$ cat config.mk
export PLATFORM = sky130hd
export DESIGN_NAME = redundant_digit_combiner
export DESIGN_NICKNAME = d
export VERILOG_FILES = /design/src/rtl/rdc_pkg.sv /design/src/rtl/rdc_decode.sv /design/src/rtl/rdc_front.sv /design/src/rtl/rdc_back.sv /design/src/rtl/redundant_digit_combiner.sv
export SDC_FILE = /design/constraint.sdc
export NUM_CORES = 1
export LEC_CHECK = 0
export CAP_MARGIN = 20
export CORE_MARGIN = 4
export CORE_UTILIZATION = 40
export DETAILED_ROUTE_END_ITERATION = 10
export DONT_BUFFER_PORTS = 1
export GPL_ROUTABILITY_DRIVEN = 1
export MAX_ROUTING_LAYER = met4
export PLACE_DENSITY = 0.6
export SLEW_MARGIN = 20
export SYNTH_ARGS = -nofsm -noshare
export SYNTH_HDL_FRONTEND = slang
export SYNTH_SLANG_ARGS = --single-unit
$ cat constraint.sdc
create_clock -name clk -period 11.8 [get_ports clk]
set_input_delay 1.18 -clock clk [delete_from_list [all_inputs] [get_ports clk]]
set_output_delay 1.18 -clock clk [all_outputs]
set_load 0.1 [all_outputs]
$ cat src/rtl/rdc_pkg.sv
package rdc_pkg;
    typedef enum logic {
        F_FILL,
        F_FULL
    } front_state_t;

    typedef enum logic {
        B_IDLE,
        B_COLLECT
    } back_state_t;

    typedef enum logic [1:0] {
        DIG_NEG  = 2'b00,
        DIG_ZERO = 2'b01,
        DIG_BAD  = 2'b10,
        DIG_POS  = 2'b11
    } therm_t;
endpackage

$ cat src/rtl/rdc_decode.sv
module rdc_decode
    import rdc_pkg::*;
(
    input  logic [1:0] code,
    output logic       is_pos,
    output logic       is_neg,
    output logic       is_bad
);
    always_comb begin
        is_pos = 1'b0;
        is_neg = 1'b0;
        is_bad = 1'b0;
        unique case (therm_t'(code))
            DIG_NEG:  is_neg = 1'b1;
            DIG_ZERO: ;
            DIG_BAD:  is_bad = 1'b1;
            DIG_POS:  is_pos = 1'b1;
        endcase
    end
endmodule

$ cat src/rtl/rdc_front.sv
module rdc_front
    import rdc_pkg::*;
#(
    parameter int N1   = 4,
    parameter int NTOT = 12,
    parameter int SW   = NTOT + 2
) (
    input  logic                 clk,
    input  logic                 rst_n,
    input  logic                 dig_stb,
    input  logic                 dig_pos,
    input  logic                 dig_neg,
    input  logic                 xfer_on,
    output logic                 ho_load,
    output logic signed [SW-1:0] ho_sum
);
    localparam int CW = $clog2(N1 + 1);
    localparam logic signed [SW-1:0] ONE = 1;

    front_state_t         state, state_nxt;
    logic                 xfer_q;
    logic [CW-1:0]        cnt;
    logic signed [SW-1:0] acc;
    logic signed [SW-1:0] step, step0;
    logic                 fall;

    function automatic logic signed [SW-1:0] signed_wt(input int idx, input logic p, input logic n);
        logic signed [SW-1:0] w;
        w = ONE <<< (NTOT - 1 - idx);
        if (p)      return w;
        else if (n) return -w;
        else        return '0;
    endfunction

    assign fall    = xfer_q && !xfer_on;
    assign step    = signed_wt(int'(cnt), dig_pos, dig_neg);
    assign step0   = signed_wt(0, dig_pos, dig_neg);
    assign ho_load = fall;
    assign ho_sum  = acc;

    always_ff @(posedge clk) begin
        if (!rst_n) state <= F_FILL;
        else        state <= state_nxt;
    end

    always_comb begin
        state_nxt = state;
        unique case (state)
            F_FILL: begin
                if (fall)
                    state_nxt = (dig_stb && N1 == 1) ? F_FULL : F_FILL;
                else if (dig_stb && cnt == CW'(N1 - 1))
                    state_nxt = F_FULL;
            end
            F_FULL: begin
                if (fall)
                    state_nxt = (dig_stb && N1 == 1) ? F_FULL : F_FILL;
            end
        endcase
    end

    always_ff @(posedge clk) begin
        if (!rst_n) begin
            xfer_q <= 1'b0;
            cnt    <= '0;
            acc    <= '0;
        end else begin
            xfer_q <= xfer_on;
            if (fall) begin
                acc <= dig_stb ? step0 : '0;
                cnt <= dig_stb ? CW'(1) : '0;
            end else if (state == F_FILL && dig_stb) begin
                acc <= acc + step;
                cnt <= cnt + CW'(1);
            end
        end
    end

    a_r5_full_ignores: assert property (@(posedge clk) disable iff (!rst_n)
        (state == F_FULL && !fall) |=> $stable(acc));
    a_r5_count_bound: assert property (@(posedge clk) disable iff (!rst_n)
        cnt <= CW'(N1));
    a_r4_restart_count: assert property (@(posedge clk) disable iff (!rst_n)
        ho_load |=> (cnt <= CW'(1)));
endmodule

$ cat src/rtl/rdc_back.sv
module rdc_back
    import rdc_pkg::*;
#(
    parameter int N2   = 8,
    parameter int NTOT = 12,
    parameter int SW   = NTOT + 2
) (
    input  logic                 clk,
    input  logic                 rst_n,
    input  logic                 ho_load,
    input  logic signed [SW-1:0] ho_sum,
    input  logic                 dig_stb,
    input  logic                 dig_pos,
    input  logic                 dig_neg,
    output logic                 res_valid,
    output logic [NTOT-1:0]      res_word
);
    localparam int CW = $clog2(N2 + 1);
    localparam logic signed [SW-1:0] ONE    = 1;
    localparam logic signed [SW-1:0] OFFSET = ONE <<< (NTOT - 1);
    localparam logic signed [SW-1:0] MAXV   = (ONE <<< NTOT) - ONE;

    back_state_t          state, state_nxt;
    logic [CW-1:0]        cnt;
    logic signed [SW-1:0] acc, step, total, biased;
    logic [NTOT-1:0]      clamped;
    logic                 take, last;

    always_comb begin
        step = ONE <<< (N2 - 1 - int'(cnt));
        if (dig_neg)      step = -step;
        else if (!dig_pos) step = '0;
    end

    assign take   = (state == B_COLLECT) && dig_stb && !ho_load;
    assign last   = take && (cnt == CW'(N2 - 1));
    assign total  = acc + step;
    assign biased = total + OFFSET;

    always_comb begin
        if (biased < 0)         clamped = '0;
        else if (biased > MAXV) clamped = '1;
        else                    clamped = biased[NTOT-1:0];
    end

    always_ff @(posedge clk) begin
        if (!rst_n) state <= B_IDLE;
        else        state <= state_nxt;
    end

    always_comb begin
        state_nxt = state;
        unique case (state)
            B_IDLE:    if (ho_load) state_nxt = B_COLLECT;
            B_COLLECT: begin
                if (ho_load)   state_nxt = B_COLLECT;
                else if (last) state_nxt = B_IDLE;
            end
        endcase
    end

    always_ff @(posedge clk) begin
        if (!rst_n) begin
            cnt       <= '0;
            acc       <= '0;
            res_valid <= 1'b0;
            res_word  <= '0;
        end else begin
            res_valid <= last;
            if (last) res_word <= clamped;
            if (ho_load) begin
                acc <= ho_sum;
                cnt <= '0;
            end else if (take) begin
                acc <= total;
                cnt <= cnt + CW'(1);
            end
        end
    end

    a_r7_single_pulse: assert property (@(posedge clk) disable iff (!rst_n)
        res_valid |=> !res_valid);
    a_r8_idle_quiet: assert property (@(posedge clk) disable iff (!rst_n)
        (state == B_IDLE && !ho_load) |=> !res_valid);
    a_r11_restart: assert property (@(posedge clk) disable iff (!rst_n)
        ho_load |=> (state == B_COLLECT && cnt == '0 && !res_valid));
    a_r7_word_hold: assert property (@(posedge clk) disable iff (!rst_n)
        !res_valid |-> $stable(res_word));
endmodule

$ cat src/rtl/redundant_digit_combiner.sv
module redundant_digit_combiner #(
    parameter int STAGE1_DIGITS = 4,
    parameter int STAGE2_DIGITS = 8
) (
    input  logic                                   clk,
    input  logic                                   rst_n,
    input  logic                                   s1_stb,
    input  logic [1:0]                             s1_code,
    input  logic                                   xfer_on,
    input  logic                                   s2_stb,
    input  logic [1:0]                             s2_code,
    output logic                                   res_valid,
    output logic [STAGE1_DIGITS+STAGE2_DIGITS-1:0] res_word,
    output logic                                   code_err
);
    localparam int NTOT = STAGE1_DIGITS + STAGE2_DIGITS;
    localparam int SW   = NTOT + 2;

    logic                 p1, n1, b1, p2, n2, b2;
    logic                 ho_load;
    logic signed [SW-1:0] ho_sum;
    logic                 err_q;

    rdc_decode u_dec1 (.code(s1_code), .is_pos(p1), .is_neg(n1), .is_bad(b1));
    rdc_decode u_dec2 (.code(s2_code), .is_pos(p2), .is_neg(n2), .is_bad(b2));

    rdc_front #(.N1(STAGE1_DIGITS), .NTOT(NTOT), .SW(SW)) u_front (
        .clk(clk), .rst_n(rst_n), .dig_stb(s1_stb), .dig_pos(p1), .dig_neg(n1),
        .xfer_on(xfer_on), .ho_load(ho_load), .ho_sum(ho_sum)
    );

    rdc_back #(.N2(STAGE2_DIGITS), .NTOT(NTOT), .SW(SW)) u_back (
        .clk(clk), .rst_n(rst_n), .ho_load(ho_load), .ho_sum(ho_sum),
        .dig_stb(s2_stb), .dig_pos(p2), .dig_neg(n2),
        .res_valid(res_valid), .res_word(res_word)
    );

    always_ff @(posedge clk) begin
        if (!rst_n) err_q <= 1'b0;
        else        err_q <= err_q | (s1_stb & b1) | (s2_stb & b2);
    end
    assign code_err = err_q;

    a_r9_sticky: assert property (@(posedge clk) disable iff (!rst_n)
        code_err |=> code_err);
    a_r9_raise: assert property (@(posedge clk) disable iff (!rst_n)
        (s1_stb && s1_code == 2'b10) |=> code_err);
endmodule

==> impl_metrics.json, run 1 <==
{
  "fin_worst_skew_ns": 0.009885,
  "stdcell_count": 645,
  "finalMaxSlewViolations": 0,
  "drc_errors": 0,
  "final-setup-viol-count": 0,
  "diodes": 0,
  "synth_nets": 579,
  "endpoint_kind": "flop",
  "dp_hpwl_mm": 7.857,
  "status": "complete, no violations",
  "netlist_area_mm2": 0.004086,
  "p_per_area_mw_per_mm2": 91.10,
  "io_buffers": 0,
  "period_needed_ns": 4.353,
  "critPathKind": "flop to flop",
  "timing.critical_path.from": "u_back.cnt[3]",
  "final_nets": 564,
  "yosysSeqAreaShare_pct": 25.47,
  "die_x_um": 109.1,
  "ioPinCount": 23,
  "drive_gt1_share_pct": 4.688,
  "swShare_pct": 32.85,
  "crit_path_end": "u_back.res_word[0]",
  "grt_pass1_wl_mm": 17.00,
  "maxCapViolations": 0,
  "r2r_setup_slack_ns": 7.45,
  "gr-total-overflow": 0,
  "cts_hold_buffers": 0,
  "r2r-end": "u_back.res_word[0]",
  "area_delta_synth_final_pct": 3.399,
  "die_y_um": 109.1,
  "antenna_left": 0,
  "slew_headroom_pct": 32.06,
  "reg2reg_from": "u_back.cnt[3]",
  "cts.sinks": 52,
  "cts_tree": "built",
  "cts.path.max_buffers": 2,
  "required_ns": 12.00,
  "clk_pin_slew_worst_paths_ns": 0.10,
  "routedWlPerCell_um": 16.01,
  "async_flop_share_pct": 0,
  "pwr-share-comb_pct": 23.7,
  "cts-root-buf": "clkbuf_8",
  "intPower_mw": 0.2585,
  "cts_resized": 0,
  "min_from": "u_front.ho_sum[9]",
  "htree_levels": 2,
  "fp-row-count": 36,
  "rr_worst_depth": 17,
  "drt_wl_total_mm": 10.33,
  "vias_per_cell": 5.588,
  "synth-edff-count": 0,
  "die_area_mm2": 0.01190,
  "syn_inst": 526,
  "synth.distinct_cells": 61,
  "yosys_warnings": 0,
  "cp_max_fo": 9,
  "gp_congestion": 0.9154,
  "cts_setup_buffers": 0,
  "fin_tns_setup_ns": 0,
  "finalHoldViolations": 0,
  "placed_cells": 636,
  "core_mm2": 0.009864,
  "tightest_slew_ns": 1.017,
  "first_global_vias": 3403,
  "drtPass1Iterations": 4,
  "antenna_found_initial": 0,
  "grt_usage_pct": 18.53,
  "hp-class": "flop to flop",
  "grt_max_degree": 38,
  "ir_drop_v": 0.00004607,
  "synth-seq-cells": 52,
  "worst_skew_pair.late_latency_ns": 0.32,
  "vias": 3604,
  "initial_core_util_pct": 41.43,
  "drtIter0Drc": 251,
  "pwr-share-clk_pct": 27.3,
  "clock.fmax_mhz": 229.7,
  "avgSynthCellArea_um2": 7.769,
  "start_kind": "flop",
  "arrival_ns": 4.55,
  "ys.flop_type": "dfxtp_1",
  "rsz0062_at_grt": "false",
  "period_share_pct": 36.89,
  "netSwitchingPower_mw": 0.1264,
  "p_leak_nw": 1.743,
  "numCtsBuffers": 5,
  "p_seq_share_pct": 48.9
}
## power by group through the flow
stage	sequential, mW	clock (mW)	combinational [mW]
5_1_grt	0.189	0.117	0.103
3_5_place_dp	0.192	0	0.0904
6_report	0.188	0.105	0.0914
2_1_floorplan	0.190	0	0.0756
3_3_place_gp	0.192	0	0.0893
4_1_cts	0.188	0.110	0.0910
## state kept, by name, summed over array words and instances (netlist names)
signal	cells
u_back.res_valid	1
code_err	1
u_back.state	1
u_back.cnt	4
u_back.acc	14
u_front.xfer_q	1
u_front.ho_sum	14
u_back.res_word	12
u_front.state	1
u_front.cnt	3
## metrics by stage
stage | utilization [%] | worst slack [ns] | power, mW | area, um^2 | hold WS (ns)
2_1_floorplan | - | 7.097 | 0.2660 | 4086 | 0.4510
3_3_place_gp | 41.87 | 7.391 | 0.2814 | 4130 | 0.4682
3_5_place_dp | 41.87 | 7.282 | 0.2827 | 4130 | 0.4789
4_1_cts | 42.76 | 7.490 | 0.3888 | 4218 | 0.4926
5_1_grt | 42.83 | 7.062 | 0.4087 | 4225 | 0.5237
6_report | 42.83 | 7.447 | 0.3849 | 4225 | 0.4890
## final cells by class
| cell class | instances | area, um^2 |
|---|---|---|
| clock buffers | 5 | 68.82 |
| clock inverters | 3 | 18.77 |
| fillers | 996 | 5639 |
| inverters | 22 | 82.58 |
| multi-input cells | 427 | 2825 |
| flip-flops and latches | 52 | 1041 |
| well taps | 133 | 166.4 |
| repair buffers | 3 | 22.52 |
## worst max-delay path: stages, from the launching register on
cell and delay, ns:
dfxtp_1 0.50, and2b_2 0.30, nand3_1 0.11, ha_1 0.31, mux2_2 0.37, o211ai_1 0.15
o31ai_1 0.12, ha_1 0.36, nand3_1 0.11, a21oi_1 0.06, o32ai_1 0.48, nor3_1 0.10
nor2_1 0.14, xnor2_1 0.11, ha_1 0.22, xnor2_1 0.30, xor2_2 0.37, o31ai_1 0.13
## cell families (layout without fill, tap and decap cells)
family                     after synthesis  in the layout  share of synthesized area (%)
and+or+nand+nor                        188            188                          21.98
AOI/OAI and AO/OA                      160            160                          25.54
DFF                                     52             52                          25.47
buffers and inverters                   47             33                          5.389
adders and majority gates               44             44                          13.84
xor gates and xnor gates                29             29                          6.399
muxes                                    5              5                          1.286
other                                    1              1                        0.09177
## synth_stat cells, types with 3 or more instances
cell | count | area [um^2]
o31ai_1 | 15 | 112.6
nor2b_1 | 17 | 106.4
a31oi_1 | 5 | 31.28
xnor2_1 | 21 | 183.9
o21a_1 | 4 | 30.03
ha_1 | 42 | 525.5
dfxtp_1 | 52 | 1041
o21ai_0 | 30 | 150.1
o21bai_1 | 3 | 22.52
nor2_1 | 36 | 135.1
a21boi_0 | 3 | 22.52
o21ai_1 | 4 | 20.02
o22ai_1 | 3 | 18.77
nand2b_1 | 12 | 75.07
and2_1 | 6 | 37.54
buf_6 | 5 | 56.30
a21oi_1 | 44 | 220.2
a21o_1 | 7 | 52.55
or3_1 | 5 | 31.28
nand2_1 | 69 | 259.0
mux2i_1 | 3 | 30.03
a22oi_1 | 9 | 67.56
nor3b_1 | 3 | 22.52
a32o_1 | 5 | 50.05
o211ai_1 | 6 | 45.04
xor2_1 | 7 | 61.31
inv_1 | 22 | 82.58
nand3_1 | 16 | 80.08
o211a_1 | 5 | 50.05
clkbuf_1 | 19 | 71.32
nor3_1 | 10 | 50.05
## layer usage
metal | GRT usage [%] | vias to the layer above | wire, um
met2 | 29.17 | 57 | 4782
met3 | 2.131 | 13 | 302
met4 | 5.771 | 0 | 207
met1 | 24.87 | 1699 | 5033
li1 | - | 1835 | -
met5 | - | - | 0
## how the worst min path moves through the flow
| stage | slack, ns | cells past startpoint | endpoint |
|---|---|---|---|
| floorplan | 0.45 | 2 | u_front.ho_sum[9] |
| detailed placement | 0.48 | 2 | u_front.ho_sum[9] |
| global route | 0.52 | 2 | u_front.ho_sum[9] |
| finish | 0.49 | 2 | u_front.ho_sum[9] |
| global placement | 0.47 | 2 | u_front.ho_sum[9] |
| CTS | 0.49 | 2 | u_front.ho_sum[9] |
## cell usage in the layout (no fill, tap or decap), types with 3 or more instances in the layout
cell | synthesis | routed
nand2_1 | 69 | 69
dfxtp_1 | 52 | 52
a21oi_1 | 44 | 44
ha_1 | 42 | 42
nor2_1 | 36 | 36
o21ai_0 | 30 | 30
inv_1 | 22 | 22
xnor2_1 | 21 | 21
nor2b_1 | 17 | 17
nand3_1 | 16 | 16
o31ai_1 | 15 | 15
nand2b_1 | 12 | 12
nor3_1 | 10 | 10
a22oi_1 | 9 | 9
a21o_1 | 7 | 7
xor2_1 | 7 | 7
and2_1 | 6 | 6
o211ai_1 | 6 | 6
or3_1 | 5 | 5
a31oi_1 | 5 | 5
a32o_1 | 5 | 5
o211a_1 | 5 | 5
clkbuf_8 | 0 | 5
o21a_1 | 4 | 4
o21ai_1 | 4 | 4
nor3b_1 | 3 | 3
o22ai_1 | 3 | 3
o21bai_1 | 3 | 3
a21boi_0 | 3 | 3
mux2i_1 | 3 | 3
buf_4 | 0 | 3
Power figures use the tool's default switching activity.
==> inputs of run 2 (changes only) <==
==> constraint.sdc (replaced) <==
create_clock -name clk -period 4.56 [get_ports clk]
set_input_delay 0.456 -clock clk [delete_from_list [all_inputs] [get_ports clk]]
set_output_delay 0.456 -clock clk [all_outputs]
set_load 0.1 [all_outputs]
==> run 2 against run 1 <==
Utilization increased by 0.18 points. Via count increased by 1.2%. Sequential power increased to 2.6 times the previous value. Cell count decreased by 0.16%. Clock skew decreased by 0.0035 ns. Worst setup slack got worse by 7.1 ns. Design area increased by 0.41%. Fmax increased by 3.2%. Total power increased to 2.6 times the previous value. Global-route usage decreased by 0.94 points. Sequential share of layout area decreased by 0.10 points.
==> impl_metrics.json, run 2 (same netlist as run 1, synthesis figures left out) <==
{
  "status": "complete, no violations",
  "gp_congestion": 0.9687,
  "antenna_found_initial": 0,
  "cts.sinks": 52,
  "use_met3_pct": 1.895,
  "first_global_vias": 3269,
  "numCtsBuffers": 5,
  "fin_tns_setup_ns": 0,
  "die_area_mm2": 0.01190,
  "drt_wl_total_mm": 9.995,
  "period_needed_ns": 4.217,
  "ir_drop_v": 0.0001005,
  "finalHoldViolations": 0,
  "fin_area_mm2": 0.004243,
  "die_x_um": 109.1,
  "vias": 3646,
  "htree_levels": 2,
  "final_common_cell": "nand2_1",
  "routedWlPerCell_um": 15.52,
  "required_ns": 4.75,
  "io_buffers": 0,
  "cts.path.max_buffers": 2,
  "rr_worst_depth": 17,
  "r2r-end": "u_back.res_word[10]",
  "ioPinCount": 23,
  "stdcell_count": 644,
  "p_per_area_mw_per_mm2": 236.8,
  "drtPass1Iterations": 4,
  "vias_per_cell": 5.661,
  "maxCapViolations": 0,
  "die_y_um": 109.1,
  "rsz0062_at_grt": "false",
  "use_met1_pct": 23.24,
  "critPathKind": "flop to flop",
  "cp_max_fo": 9,
  "fp-row-count": 36,
  "start_kind": "flop",
  "placed_cells": 636,
  "final_nets": 563,
  "whs_path_depth": 1,
  "r2r_setup_slack_ns": 0.34,
  "busiest_layer": "met2",
  "drc_errors": 0,
  "hp-class": "input port to flop",
  "diodes": 0,
  "reg2reg_from": "u_back.cnt[3]",
  "antenna_left": 0,
  "finalMaxSlewViolations": 0,
  "dp_hpwl_mm": 7.610,
  "grt_max_degree": 38,
  "arrival_ns": 4.41,
  "grtUsageMet2_pct": 28.95,
  "gr-total-overflow": 0,
  "p_leak_nw": 1.738,
  "fin_worst_skew_ns": 0.006402,
  "initial_core_util_pct": 41.43,
  "drtIter0Drc": 224,
  "mostFrequentLayoutCells": "nand2_1 (69), dfxtp_1 (52), a21oi_1 (44)",
  "grt_usage_pct": 17.59,
  "drive_gt1_share_pct": 4.892,
  "worst_skew_pair.late_latency_ns": 0.31,
  "area_delta_synth_final_pct": 3.827,
  "min_from": "xfer_on",
  "core_mm2": 0.009864,
  "cts-root-buf": "clkbuf_8",
  "hold-path-endpoint": "u_front.xfer_q",
  "final-setup-viol-count": 0,
  "endpoint_kind": "flop",
  "cts_tree": "built",
  "placed_cell_area_mm2": 0.004130,
  "clk_pin_slew_worst_paths_ns": 0.10,
  "tightest_slew_ns": 1.003,
  "grt_pass1_wl_mm": 16.44,
  "cts_setup_buffers": 0,
  "power_mw": 1.005,
  "clock.fmax_mhz": 237.1,
  "slew_headroom_pct": 32.87,
  "period_share_pct": 92.48
}
run 2: area by class of cell:
type | instances | area, um^2
Fill cell | 985 | 5622
Multi-Input combinational cell | 427 | 2844
Sequential cell | 52 | 1041
Tap cell | 133 | 166.4
Clock buffer | 7 | 86.33
Inverter | 22 | 82.58
Timing Repair Buffer | 2 | 15.01
Clock inverter | 1 | 7.507
run 2: worst max-delay path by stage:
| stage | startpoint | end | slack, ns |
|---|---|---|---|
| 2_1_floorplan | u_back.cnt[3] | u_back.res_word[4] | 0.24 |
| 3_3_place_gp | u_back.cnt[3] | u_back.res_word[10] | 0.43 |
| 3_5_place_dp | u_back.cnt[3] | u_back.res_word[5] | 0.33 |
| 4_1_cts | u_back.cnt[3] | u_back.res_word[5] | 0.31 |
| 5_1_grt | u_back.cnt[3] | u_back.res_word[5] | 0.09 |
| 6_report | u_back.cnt[3] | u_back.res_word[10] | 0.34 |
run 2: power breakdown:
group          internal, mW  switching, mW  total (mW)
sequential            0.469         0.0179       0.487
clock                 0.124          0.157       0.281
combinational        0.0933          0.144       0.237
run 2: worst max-delay path, stage by stage, from the launching register on:
cell,delay [ns]
dfxtp_1,0.50
and2b_2,0.29
nand3_1,0.11
ha_1,0.31
mux2_2,0.36
o211ai_1,0.15
o31ai_1,0.11
ha_1,0.39
nand3_1,0.09
a21oi_1,0.22
o32ai_2,0.16
nor3_1,0.20
nor2_1,0.08
xnor2_1,0.15
ha_1,0.24
xnor2_2,0.23
xor2_2,0.38
o31ai_1,0.13
run 2: routing by layer:
metal / vias to the layer above / wire, um
met4: 0 / 79
met3: 6 / 381
met2: 76 / 4735
li1: 1836 / -
met1: 1728 / 4799
met5: - / 0
run 2: stage by stage:
step | util [%] | hold slack, ns | worst slack (ns)
after floorplan | - | 0.4510 | 0.2362
after global placement | 41.87 | 0.4672 | 0.4273
after detailed placement | 41.87 | 0.4797 | 0.3314
after CTS | 42.82 | 0.2534 | 0.3101
after global routing | 43.01 | 0.2549 | 0.08707
final | 43.01 | 0.2722 | 0.3428
run 2: what timing repair did:
item,CTS,global route
endpoints found under the setup margin,0,12
hold buffers,0,0
resized for setup,0,2
==> inputs of run 3 (changes only) <==
--- a/config.mk
+++ b/config.mk
@@ -8,11 +8,12 @@
 export CAP_MARGIN = 20
 export CORE_MARGIN = 4
 export CORE_UTILIZATION = 40
+export CTS_BUF_LIST = sky130_fd_sc_hd__clkbuf_8
 export DETAILED_ROUTE_END_ITERATION = 10
 export DONT_BUFFER_PORTS = 1
 export GPL_ROUTABILITY_DRIVEN = 1
 export MAX_ROUTING_LAYER = met4
-export PLACE_DENSITY = 0.6
+export PLACE_DENSITY_LB_ADDON = 0.15
 export SLEW_MARGIN = 20
 export SYNTH_ARGS = -nofsm -noshare
 export SYNTH_HDL_FRONTEND = slang
==> run 3 against run 2 <==
Total power grew 9.2%. Highest routed layer unchanged. Global-route usage grew 1.0 points. Clock power grew 32%. Design area grew 0.71%.
==> impl_metrics.json, run 3 (same netlist as run 1, synthesis figures left out) <==
{
  "arrival_ns": 4.40,
  "placed_cells": 634,
  "ir_drop_v": 0.0001189,
  "power_mw": 1.097,
  "rsz0062_at_grt": "false",
  "drive_gt1_share_pct": 4.912,
  "pwr-share-comb_pct": 21.7,
  "vias_per_cell": 5.572,
  "grt_pass1_wl_mm": 16.83,
  "cts_tree": "built",
  "gp_congestion": 0.9908,
  "drtPass1Iterations": 5,
  "period_share_pct": 91.63,
  "drt_wl_total_mm": 10.30,
  "placed_cell_area_mm2": 0.004115,
  "r2r_setup_slack_ns": 0.38,
  "reg2reg_from": "u_back.cnt[3]",
  "cts.sinks": 52,
  "cts_hold_buffers": 0,
  "timing.critical_path.from": "u_back.cnt[3]",
  "clock.fmax_mhz": 239.3,
  "vias": 3577,
  "antenna_left": 0,
  "dp_hpwl_mm": 7.912,
  "hp-class": "input port to flop",
  "status": "complete, no violations",
  "final_common_cell": "nand2_1",
  "crit_path_end": "u_back.res_word[3]",
  "stdcell_count": 642,
  "worst_skew_pair.late_latency_ns": 0.31,
  "intPower_mw": 0.7812,
  "cts-root-buf": "clkbuf_8",
  "finalMaxSlewViolations": 0,
  "final_nets": 562,
  "swShare_pct": 28.79,
  "antenna_found_initial": 0,
  "fp-row-count": 36,
  "slew_headroom_pct": 27.30,
  "period_needed_ns": 4.178,
  "p_leak_nw": 1.754,
  "maxCapViolations": 0,
  "ioPinCount": 23,
  "die_x_um": 109.1,
  "tightest_slew_ns": 1.088,
  "numCtsBuffers": 5,
  "endpoint_kind": "flop",
  "grt_usage_pct": 18.60,
  "drc_errors": 0,
  "min_from": "rst_n",
  "r2r-end": "u_back.res_word[3]",
  "netSwitchingPower_mw": 0.3159,
  "critPathKind": "flop to flop",
  "p_seq_share_pct": 44.4,
  "cts.path.max_buffers": 2,
  "drtIter0Drc": 198,
  "fin_worst_skew_ns": 0.007209,
  "grt_max_degree": 38,
  "fin_tns_setup_ns": 0,
  "timing.hold.ws_ns": 0.2676,
  "required_ns": 4.78,
  "die_area_mm2": 0.01190,
  "start_kind": "flop",
  "core_mm2": 0.009864,
  "final-seq-area_mm2": 0.001041,
  "fillers": 1027,
  "clk_pin_slew_worst_paths_ns": 0.10,
  "mostFrequentLayoutCells": "nand2_1 (69), dfxtp_1 (52), a21oi_1 (44)",
  "initial_core_util_pct": 41.43,
  "first_global_vias": 3315,
  "area_delta_synth_final_pct": 4.562,
  "rr_worst_depth": 17,
  "die_y_um": 109.1,
  "io_buffers": 0,
  "routedWlPerCell_um": 16.04,
  "diodes": 0,
  "gr-total-overflow": 0,
  "p_per_area_mw_per_mm2": 256.8,
  "finalHoldViolations": 0,
  "htree_levels": 2,
  "pwr-share-clk_pct": 33.9,
  "multi_input_area_mm2": 0.002846,
  "final-setup-viol-count": 0,
  "fin_area_mm2": 0.004273,
  "cp_max_fo": 9
}
## run 3: changes by cell type in the layout (fill, tap and decap cells not counted), sizes merged
cell and change:
buf -1, bufinv +2, clkbuf -2, clkinvlp -1
## run 3: stage by stage
stage,setup WS (ns),utilization [%]
finish,0.3818,43.32
global route,0.05093,43.32
CTS,0.2952,43.02
detailed placement,0.3156,41.72
global placement,0.4379,41.72
floorplan,0.2362,-
## run 3: repair_timing
item | in CTS | in global routing
resized for setup | 0 | 2
setup buffers | 0 | 1
endpoints found under the setup margin | 0 | 6
## run 3: per-layer routing
layer | wire length, um | vias to the layer above | GRT usage (%)
li1 | - | 1829 | -
met3 | 293 | 17 | 2.960
met4 | 255 | 0 | 6.492
met1 | 4936 | 1670 | 23.81
met5 | 0 | - | -
met2 | 4809 | 61 | 29.74
## run 3: worst max-delay path, cell delays in order (launching register included)
cell	delay [ns]
dfxtp_1	0.50
and2b_2	0.29
nand3_1	0.13
ha_1	0.31
mux2_2	0.37
o211ai_1	0.15
o31ai_1	0.11
ha_1	0.37
nor3_1	0.21
o21bai_1	0.12
nand2_1	0.18
nor3_1	0.07
a311o_1	0.32
ha_1	0.23
xnor2_2	0.16
xor2_2	0.16
buf_4	0.17
o31ai_1	0.23
## run 3: power by group through the flow
stage / clock network [mW] / registers [mW] / logic (mW)
4_1_cts: 0.387 / 0.487 / 0.232
3_3_place_gp: 0 / 0.497 / 0.229
2_1_floorplan: 0 / 0.493 / 0.196
6_report: 0.372 / 0.487 / 0.238
3_5_place_dp: 0 / 0.497 / 0.231
5_1_grt: 0.403 / 0.489 / 0.267
## run 3: final cells by class
class / instances / share of cell area [%]
Clock buffer: 5 / 1.611
Clock inverter: 2 / 1.406
Inverter: 22 / 1.933
Multi-Input combinational cell: 427 / 66.62
Sequential cell: 52 / 24.36
Tap cell: 133 / 3.895
Timing Repair Buffer: 1 / 0.1757
## run 3: how the worst min path moves through the flow
stage,end,slack [ns],cells past startpoint
final,u_front.ho_sum[11],0.27,2
after global routing,u_front.ho_sum[11],0.24,2
after CTS,u_front.ho_sum[11],0.24,2
after detailed placement,u_back.state,0.48,1
after global placement,u_back.state,0.47,1
after floorplan,u_front.ho_sum[9],0.45,2
